### src/rtl/sqwb_pkg.sv
package sqwb_pkg;
  typedef enum logic [1:0] {
    SC_FAIL     = 2'd0,
    SC_OK       = 2'd1,
    SC_UNCACHED = 2'd2
  } sc_code_e;
endpackage

### src/rtl/sqwb_scan.sv
// Oldest-first drain scan: fills request lanes, retires zero-size stores
// and failing store-conditionals, and stops at the first ineligible store.
module sqwb_scan
  import sqwb_pkg::*;
#(
  parameter int DEPTH  = 8,
  parameter int IDX_W  = 3,
  parameter int SIZE_W = 4,
  parameter int PORTS  = 2
) (
  input  logic [IDX_W-1:0]        head_idx,
  input  logic [IDX_W:0]          occ,
  input  logic                    halt,
  input  logic                    lock,
  input  logic [DEPTH-1:0]        vld,
  input  logic [DEPTH-1:0]        elig,
  input  logic [DEPTH-1:0]        sent,
  input  logic [DEPTH-1:0]        is_sc,
  input  logic [DEPTH-1:0]        pf,
  input  logic [DEPTH-1:0]        unc,
  input  logic [DEPTH*SIZE_W-1:0] sizes,
  output logic [PORTS-1:0]        lane_v,
  output logic [PORTS*IDX_W-1:0]  lane_idx,
  output logic [DEPTH-1:0]        zero_done,
  output logic [DEPTH-1:0]        sc_done,
  output logic                    sc_v,
  output logic [IDX_W-1:0]        sc_idx,
  output sc_code_e                sc_code
);
  always_comb begin
    int              used;
    logic            stop;
    logic [IDX_W-1:0] idx;
    used      = 0;
    stop      = halt;
    idx       = '0;
    lane_v    = '0;
    lane_idx  = '0;
    zero_done = '0;
    sc_done   = '0;
    sc_v      = 1'b0;
    sc_idx    = '0;
    sc_code   = SC_FAIL;
    for (int o = 0; o < DEPTH; o++) begin
      idx = head_idx + IDX_W'(o);
      if (!stop && ((IDX_W+1)'(o) < occ) && vld[idx]) begin
        if (!elig[idx]) begin
          stop = 1'b1;
        end else if (sent[idx] || pf[idx]) begin
          stop = stop;
        end else if (sizes[idx*SIZE_W +: SIZE_W] == '0) begin
          zero_done[idx] = 1'b1;
        end else if (is_sc[idx]) begin
          sc_v   = 1'b1;
          sc_idx = idx;
          stop   = 1'b1;
          if (unc[idx])  sc_code = SC_UNCACHED;
          else if (lock) sc_code = SC_OK;
          else           sc_code = SC_FAIL;
          if (sc_code == SC_FAIL) begin
            sc_done[idx] = 1'b1;
          end else begin
            lane_v[used] = 1'b1;
            lane_idx[used*IDX_W +: IDX_W] = idx;
            used++;
          end
        end else begin
          lane_v[used] = 1'b1;
          lane_idx[used*IDX_W +: IDX_W] = idx;
          used++;
          if (used == PORTS) stop = 1'b1;
        end
      end
    end
  end
endmodule

### src/rtl/sqwb_squash.sv
// Young-end trim: counts consecutive removable stores from the tail.
module sqwb_squash #(
  parameter int DEPTH = 8,
  parameter int IDX_W = 3,
  parameter int SEQ_W = 16
) (
  input  logic                   sq_valid,
  input  logic [SEQ_W-1:0]       sq_seq,
  input  logic [IDX_W-1:0]       tail_idx,
  input  logic [IDX_W:0]         occ,
  input  logic [DEPTH-1:0]       vld,
  input  logic [DEPTH-1:0]       elig,
  input  logic [DEPTH*SEQ_W-1:0] seqs,
  output logic [DEPTH-1:0]       kill,
  output logic [IDX_W:0]         kill_n
);
  always_comb begin
    logic             go;
    logic [IDX_W-1:0] idx;
    go     = sq_valid;
    idx    = '0;
    kill   = '0;
    kill_n = '0;
    for (int k = 0; k < DEPTH; k++) begin
      idx = tail_idx - IDX_W'(k + 1);
      if (go && ((IDX_W+1)'(k) < occ) && vld[idx] && !elig[idx] &&
          (seqs[idx*SEQ_W +: SEQ_W] > sq_seq)) begin
        kill[idx] = 1'b1;
        kill_n    = kill_n + 1'b1;
      end else begin
        go = 1'b0;
      end
    end
  end
endmodule

### src/rtl/sqwb_lanes.sv
// Resolves per-lane acceptance in lane order; first rejection withdraws the rest.
module sqwb_lanes #(
  parameter int DEPTH = 8,
  parameter int IDX_W = 3,
  parameter int PORTS = 2
) (
  input  logic [PORTS-1:0]       lane_v,
  input  logic [PORTS*IDX_W-1:0] lane_idx,
  input  logic [PORTS-1:0]       accept,
  output logic [DEPTH-1:0]       sent_mask,
  output logic                   reject
);
  always_comb begin
    logic ok;
    ok        = 1'b1;
    sent_mask = '0;
    reject    = 1'b0;
    for (int k = 0; k < PORTS; k++) begin
      if (lane_v[k] && ok) begin
        if (accept[k]) begin
          sent_mask[lane_idx[k*IDX_W +: IDX_W]] = 1'b1;
        end else begin
          reject = 1'b1;
          ok     = 1'b0;
        end
      end
    end
  end
endmodule

### src/rtl/store_wb_queue.sv
// Store queue top: slot state, commit marking, drain, squash and load replay.
module store_wb_queue
  import sqwb_pkg::*;
#(
  parameter int DEPTH  = 8,
  parameter int SEQ_W  = 16,
  parameter int ADDR_W = 32,
  parameter int DATA_W = 64,
  parameter int SIZE_W = 4,
  parameter int PORTS  = 2,
  parameter int LOAD_W = 6,
  parameter int IDX_W  = $clog2(DEPTH)
) (
  input  logic                    clk,
  input  logic                    rst,
  input  logic                    disp_valid,
  input  logic [SEQ_W-1:0]        disp_seq,
  input  logic                    disp_sc,
  output logic [IDX_W-1:0]        alloc_tag,
  output logic                    sq_full,
  input  logic                    exe_valid,
  input  logic [IDX_W-1:0]        exe_tag,
  input  logic [ADDR_W-1:0]       exe_addr,
  input  logic [SIZE_W-1:0]       exe_size,
  input  logic [DATA_W-1:0]       exe_data,
  input  logic                    exe_uncached,
  input  logic                    exe_prefetch,
  input  logic                    cmt_valid,
  input  logic [SEQ_W-1:0]        cmt_seq,
  input  logic                    squash_valid,
  input  logic [SEQ_W-1:0]        squash_seq,
  output logic [PORTS-1:0]        req_valid,
  output logic [PORTS*IDX_W-1:0]  req_tag,
  output logic [PORTS*ADDR_W-1:0] req_addr,
  output logic [PORTS*SIZE_W-1:0] req_size,
  output logic [PORTS*DATA_W-1:0] req_data,
  input  logic [PORTS-1:0]        req_accept,
  input  logic                    req_retry,
  input  logic                    cpl_valid,
  input  logic [IDX_W-1:0]        cpl_tag,
  input  logic                    lock_flag,
  output logic                    sc_valid,
  output logic [IDX_W-1:0]        sc_tag,
  output logic [1:0]              sc_code,
  input  logic                    stall_set,
  input  logic [SEQ_W-1:0]        stall_seq,
  input  logic [LOAD_W-1:0]       stall_load,
  output logic                    replay_valid,
  output logic [LOAD_W-1:0]       replay_load,
  output logic [IDX_W:0]          wb_pending
);
  localparam int PTR_W = IDX_W + 1;

  logic [PTR_W-1:0]  head_q, tail_q;
  logic [DEPTH-1:0]  vld_q, elig_q, sent_q, sc_q, pf_q, unc_q;
  logic [SEQ_W-1:0]  seq_q  [DEPTH];
  logic [SIZE_W-1:0] size_q [DEPTH];
  logic [ADDR_W-1:0] addr_mem [DEPTH];
  logic [DATA_W-1:0] data_mem [DEPTH];
  logic              blocked_q;
  logic              stall_v_q;
  logic [SEQ_W-1:0]  stall_seq_q;
  logic [LOAD_W-1:0] stall_load_q;
  logic [IDX_W:0]    pend_q;

  logic [PTR_W-1:0]          occ;
  logic [IDX_W-1:0]          head_idx, tail_idx;
  logic                      halt, disp_ok;
  logic [DEPTH*SIZE_W-1:0]   sizes_flat;
  logic [DEPTH*SEQ_W-1:0]    seqs_flat;
  logic [PORTS-1:0]          lane_v;
  logic [PORTS*IDX_W-1:0]    lane_idx;
  logic [DEPTH-1:0]          zero_done, sc_done, sent_mask, kill, set_wb, cpl_mask, free_mask;
  logic [IDX_W:0]            kill_n;
  logic                      reject, sc_v, replay_hit;
  logic [IDX_W-1:0]          sc_idx;
  sc_code_e                  sc_c;

  assign occ      = tail_q - head_q;
  assign head_idx = head_q[IDX_W-1:0];
  assign tail_idx = tail_q[IDX_W-1:0];
  assign sq_full  = (occ == PTR_W'(DEPTH));
  assign halt     = blocked_q && !req_retry;
  assign disp_ok  = disp_valid && !sq_full && !squash_valid;

  generate
    for (genvar i = 0; i < DEPTH; i++) begin : g_flat
      assign sizes_flat[i*SIZE_W +: SIZE_W] = size_q[i];
      assign seqs_flat[i*SEQ_W +: SEQ_W]    = seq_q[i];
    end
  endgenerate

  sqwb_scan #(.DEPTH(DEPTH), .IDX_W(IDX_W), .SIZE_W(SIZE_W), .PORTS(PORTS)) u_scan (
    .head_idx(head_idx), .occ(occ), .halt(halt), .lock(lock_flag),
    .vld(vld_q), .elig(elig_q), .sent(sent_q), .is_sc(sc_q), .pf(pf_q), .unc(unc_q),
    .sizes(sizes_flat), .lane_v(lane_v), .lane_idx(lane_idx),
    .zero_done(zero_done), .sc_done(sc_done),
    .sc_v(sc_v), .sc_idx(sc_idx), .sc_code(sc_c)
  );

  sqwb_squash #(.DEPTH(DEPTH), .IDX_W(IDX_W), .SEQ_W(SEQ_W)) u_squash (
    .sq_valid(squash_valid), .sq_seq(squash_seq), .tail_idx(tail_idx), .occ(occ),
    .vld(vld_q), .elig(elig_q), .seqs(seqs_flat), .kill(kill), .kill_n(kill_n)
  );

  sqwb_lanes #(.DEPTH(DEPTH), .IDX_W(IDX_W), .PORTS(PORTS)) u_lanes (
    .lane_v(lane_v), .lane_idx(lane_idx), .accept(req_accept),
    .sent_mask(sent_mask), .reject(reject)
  );

  function automatic logic [IDX_W:0] popc(input logic [DEPTH-1:0] v);
    logic [IDX_W:0] n;
    n = '0;
    for (int i = 0; i < DEPTH; i++) n = n + {{IDX_W{1'b0}}, v[i]};
    return n;
  endfunction

  always_comb begin
    set_wb     = '0;
    replay_hit = 1'b0;
    cpl_mask   = cpl_valid ? (DEPTH'(1) << cpl_tag) : '0;
    free_mask  = (zero_done | sc_done | cpl_mask) & vld_q;
    for (int i = 0; i < DEPTH; i++) begin
      if (vld_q[i] && !elig_q[i] && !kill[i]) begin
        if (cmt_valid && (seq_q[i] <= cmt_seq)) set_wb[i] = 1'b1;
        if (exe_valid && (exe_tag == IDX_W'(i)) && sc_q[i]) set_wb[i] = 1'b1;
      end
      if (free_mask[i] && stall_v_q && (seq_q[i] == stall_seq_q)) replay_hit = 1'b1;
    end
  end

  always_ff @(posedge clk) begin
    if (rst) begin
      head_q       <= '0;
      tail_q       <= '0;
      vld_q        <= '0;
      elig_q       <= '0;
      sent_q       <= '0;
      sc_q         <= '0;
      pf_q         <= '0;
      unc_q        <= '0;
      blocked_q    <= 1'b0;
      stall_v_q    <= 1'b0;
      stall_seq_q  <= '0;
      stall_load_q <= '0;
      replay_valid <= 1'b0;
      replay_load  <= '0;
      pend_q       <= '0;
    end else begin
      for (int i = 0; i < DEPTH; i++) begin
        if (disp_ok && (tail_idx == IDX_W'(i))) begin
          vld_q[i]  <= 1'b1;
          elig_q[i] <= 1'b0;
          sent_q[i] <= 1'b0;
          sc_q[i]   <= disp_sc;
          pf_q[i]   <= 1'b0;
          unc_q[i]  <= 1'b0;
          seq_q[i]  <= disp_seq;
          size_q[i] <= '0;
        end else begin
          if (free_mask[i] || kill[i]) vld_q[i] <= 1'b0;
          if (set_wb[i])    elig_q[i] <= 1'b1;
          if (sent_mask[i]) sent_q[i] <= 1'b1;
          if (exe_valid && (exe_tag == IDX_W'(i)) && vld_q[i]) begin
            pf_q[i]   <= exe_prefetch;
            unc_q[i]  <= exe_uncached;
            size_q[i] <= exe_size;
          end
        end
      end
      if (squash_valid)  tail_q <= tail_q - kill_n;
      else if (disp_ok)  tail_q <= tail_q + 1'b1;
      if ((occ != '0) && !vld_q[head_idx]) head_q <= head_q + 1'b1;
      if (reject)         blocked_q <= 1'b1;
      else if (req_retry) blocked_q <= 1'b0;
      pend_q <= pend_q + popc(set_wb) - popc(free_mask & elig_q);
      replay_valid <= replay_hit;
      if (replay_hit) replay_load <= stall_load_q;
      if (stall_set) begin
        stall_v_q    <= 1'b1;
        stall_seq_q  <= stall_seq;
        stall_load_q <= stall_load;
      end else if (replay_hit) begin
        stall_v_q <= 1'b0;
      end
    end
  end

  always_ff @(posedge clk) begin
    if (exe_valid) begin
      addr_mem[exe_tag] <= exe_addr;
      data_mem[exe_tag] <= exe_data;
    end
  end

  generate
    for (genvar k = 0; k < PORTS; k++) begin : g_lane
      logic [IDX_W-1:0] li;
      assign li = lane_idx[k*IDX_W +: IDX_W];
      assign req_tag[k*IDX_W +: IDX_W]    = li;
      assign req_addr[k*ADDR_W +: ADDR_W] = addr_mem[li];
      assign req_data[k*DATA_W +: DATA_W] = data_mem[li];
      assign req_size[k*SIZE_W +: SIZE_W] = size_q[li];
    end
  endgenerate

  assign req_valid  = lane_v;
  assign alloc_tag  = tail_idx;
  assign sc_valid   = sc_v;
  assign sc_tag     = sc_idx;
  assign sc_code    = sc_c;
  assign wb_pending = pend_q;
endmodule

### config.mk
export PLATFORM = sky130hd
export DESIGN_NAME = store_wb_queue
export DESIGN_NICKNAME = d
export VERILOG_FILES = /design/src/rtl/sqwb_pkg.sv /design/src/rtl/sqwb_scan.sv /design/src/rtl/sqwb_squash.sv /design/src/rtl/sqwb_lanes.sv /design/src/rtl/store_wb_queue.sv
export SDC_FILE = /design/constraint.sdc
export NUM_CORES = 2
export LEC_CHECK = 0
export ABC_AREA = 1
export CAP_MARGIN = 15
export CELL_PAD_IN_SITES_DETAIL_PLACEMENT = 0
export CELL_PAD_IN_SITES_GLOBAL_PLACEMENT = 1
export CORE_MARGIN = 4
export CORE_UTILIZATION = 30
export DETAILED_ROUTE_END_ITERATION = 10
export PLACE_DENSITY = 0.62
export SLEW_MARGIN = 0
export SYNTH_ARGS = -nofsm -noshare
export SYNTH_HDL_FRONTEND = slang
export SYNTH_SLANG_ARGS = --single-unit
export TNS_END_PERCENT = 1
### constraint.sdc
create_clock -name clk -period 13.2 [get_ports clk]
set_clock_uncertainty 0.2 [all_clocks]
set_input_delay 2.64 -clock clk [delete_from_list [all_inputs] [get_ports clk]]
set_output_delay 2.64 -clock clk [all_outputs]
set_load 0.01 [all_outputs]
==> impl_metrics.json <==
{
  "postSynthAreaPerCell_um2": 7.60,
  "fin_util_pct": 39.2,
  "synthesis.nets": 9723,
  "slowest_stage": "fa_1",
  "die_h_um": 489,
  "relSlewSlack_pct": 12.8,
  "vias": 69300,
  "fin_crit_sh_pct": 108,
  "io_pins": 420,
  "layout-drive-gt1-share_pct": 16.0,
  "core_mm2": 0.230,
  "worst_slack_ns": -1.11,
  "cts_sinks": 1019,
  "cts_made_buffers": 130,
  "cp-end-kind": "output port",
  "area_growth_pct": 30.0,
  "grt_start_max_net_pins": 100,
  "antenna_found_initial": 38,
  "grt_usage_pct": 24.7,
  "powerDensity_mw_per_mm2": 202,
  "critPathMaxStageDelay_ns": 0.57,
  "drv_cap": 0,
  "synth_top_area_share_pct": 40.1,
  "drt_wl_total_mm": 309,
  "viasPerCell": 5.26,
  "fin_crit_ns": 14.31,
  "hold_slack_ns": 0.280,
  "cts_root_buf": "clkbuf_16",
  "drc": 0,
  "rrSetupSlack_ns": 1.26,
  "pre_cts_ws_ns": -2.33,
  "hold_path.class": "reg -> reg",
  "ant_nets": 0,
  "comb_power_share_pct": 60.3,
  "clkTransAtPathRegs_ns": 0.06,
  "status": "finished, violations left",
  "final_max_slew_viol_count": 0,
  "p_switching_mw": 8.49,
  "placed_cells": 12800,
  "ir_worst_vdd_mv": 0.139,
  "synthTopCellsByArea": "edfxtp_1, nand2_1, nand3_1",
  "path_common_cell": "nand2_1",
  "synthTopCellsByCount": "nand2_1, nand3_1, edfxtp_1",
  "required_ns": 10.36,
  "yosysTopAreaCell": "edfxtp_1",
  "yosys_warnings": 0,
  "r2r_cells": 40,
  "violations": "setup timing",
  "startpoint_type": "input pin",
  "wl_per_cell_um": 23.5,
  "fmax_mhz": 69.9,
  "globalplace.congestion": 0.932,
  "grt_overflow": 0,
  "htree_levels": 4,
  "ys_ff_latch": 1019,
  "critPathCapture": "req_addr[42]",
  "first_global_vias": 66000,
  "netlist_instances": 9148,
  "portBuffers": 419,
  "r2r-start": "tail_q[0]",
  "cp_max_fo": 7,
  "seq_power_share_pct": 20.5,
  "crit_arrival_ns": 11.47,
  "tightest_slew_ns": 1.27,
  "drtIter0Drc": 5803,
  "async_flop_share_pct": 0,
  "synth_edf_count": 928,
  "setup_violations": 206,
  "p_clk_share_pct": 19.1,
  "dp_hpwl_mm": 215,
  "synth.cell_area_mm2": 0.0695,
  "synth_most_common_cell": "nand2_1",
  "cts_buffer_depth": 3,
  "start_util_pct": 30.2,
  "final_cell_count_no_fill": 13200,
  "rsz0062_at_grt": "yes",
  "internal_power_mw": 9.74,
  "fin_nets": 10600,
  "die_w_um": 489,
  "die_area_mm2": 0.239,
  "clkLatencyLatePin_ns": 0.82,
  "cts_tree": "yes",
  "synth_flop_cell": "edfxtp_1",
  "grt_pass1_wl_mm": 443,
  "crit_type": "in -> out",
  "synth_seq_area_share_pct": 42.7,
  "rows": 176,
  "dr.pass1.iters": 6,
  "synth.distinct_cells": 71,
  "switching_share_pct": 46.6,
  "finalHoldViolations": 0,
  "p_leak_nw": 38.2,
  "crit_start": "req_retry",
  "r2r_end": "wb_pending[3]"
}
[per-layer routing]
layer	global-route usage (%)	routed length [µm]
met1	32.9	133000
met2	40.4	143000
met3	3.68	20300
met4	9.87	12800
met5	0	45
[cell type report]
class	count	area [µm²]
sequential	1019	29700
timing repair buffer	1267	13600
tap	3026	3790
multi-input combinational	7011	36700
inverter	595	2340
clock inverter	70	664
clock buffer	161	3440
fill	23500	140000
antenna	23	57.6
[cells by family after synthesis]
logic type      share of synthesized area (%)
flops                                    42.7
compound gates                           8.31
simple gates                             33.4
xor+xnor                                 1.50
buf+inv                                  6.63
fa+ha+maj                                7.12
mux                                     0.349
[repair_timing]
| action | in CTS | in global routing |
|---|---|---|
| gates resized for setup | 801 | 456 |
| gates cloned | 29 | 11 |
| setup endpoints to repair | 206 | 206 |
| buffers inserted | 83 | 34 |
| pin swaps | 120 | 174 |
| hold buffers | 0 | 0 |
[power by group through the flow]
stage	registers, mW	logic (mW)	clock network [mW]
finish	3.74	11.0	3.49
global route	3.75	12.0	3.70
detailed placement	3.81	10.6	0
floorplan	3.78	5.59	0
CTS	3.74	10.7	3.57
global placement	3.81	10.5	0
[placed cells by master, fill, tap and decap left out, types with 19 or more instances in the layout]
cell type and n:
diode_2 23, nor2_4 25, fa_1 19, clkinv_2 20, nand2_1 3337, nor2_1 311
buf_2 105, clkbuf_16 143, buf_4 583, a21oi_1 225, nand4_1 221, o22ai_1 19
buf_6 106, o2111ai_1 25, inv_1 544, nor3_1 89, buf_12 159, xnor2_1 88
o21ai_1 33, clkdlybuf4s50_1 213, buf_16 50, dfxtp_1 88, nand2_2 102, edfxtp_1 928
o211ai_1 33, o221ai_1 26, inv_2 31, ha_1 342, clkinv_1 26, nand3_1 1190
nand3_2 75, o21ai_0 504, mux2i_1 22, clkbuf_1 26, xor2_1 28
[registers in the layout (all words and copies together), names as in the netlist, 6 cells and up]
name / count
stall_seq_q: 16
replay_load: 6
data_mem: 512
elig_q: 8
vld_q: 8
size_q: 32
stall_load_q: 6
addr_mem: 256
sc_q: 8
sent_q: 8
unc_q: 8
pf_q: 8
seq_q: 128
[stage by stage]
step	area, µm²	setup TNS [ns]	power, mW
2_1_floorplan	69800	-28.99	9.37
3_3_place_gp	82600	-441.10	14.3
3_5_place_dp	82600	-428.16	14.4
4_1_cts	88900	-225.24	18.0
5_1_grt	90300	-304.65	19.5
6_report	90300	-193.13	18.2
[critical path: cells and delay by family]
family          cells  cell delay, ns
buf+inv            26            2.59
fa+ha+maj           7            1.70
compound gates      4            0.54
simple gates       42            3.89
[how the worst min path moves through the flow]
stage,end,startpoint,cells after the start
finish,pf_q[7],pf_q[7],2
global route,pf_q[4],pf_q[4],2
CTS,pf_q[7],pf_q[7],2
detailed placement,pf_q[7],pf_q[7],2
global placement,pf_q[7],pf_q[7],2
floorplan,pf_q[4],pf_q[4],2
Power figures use the tool's default switching activity.
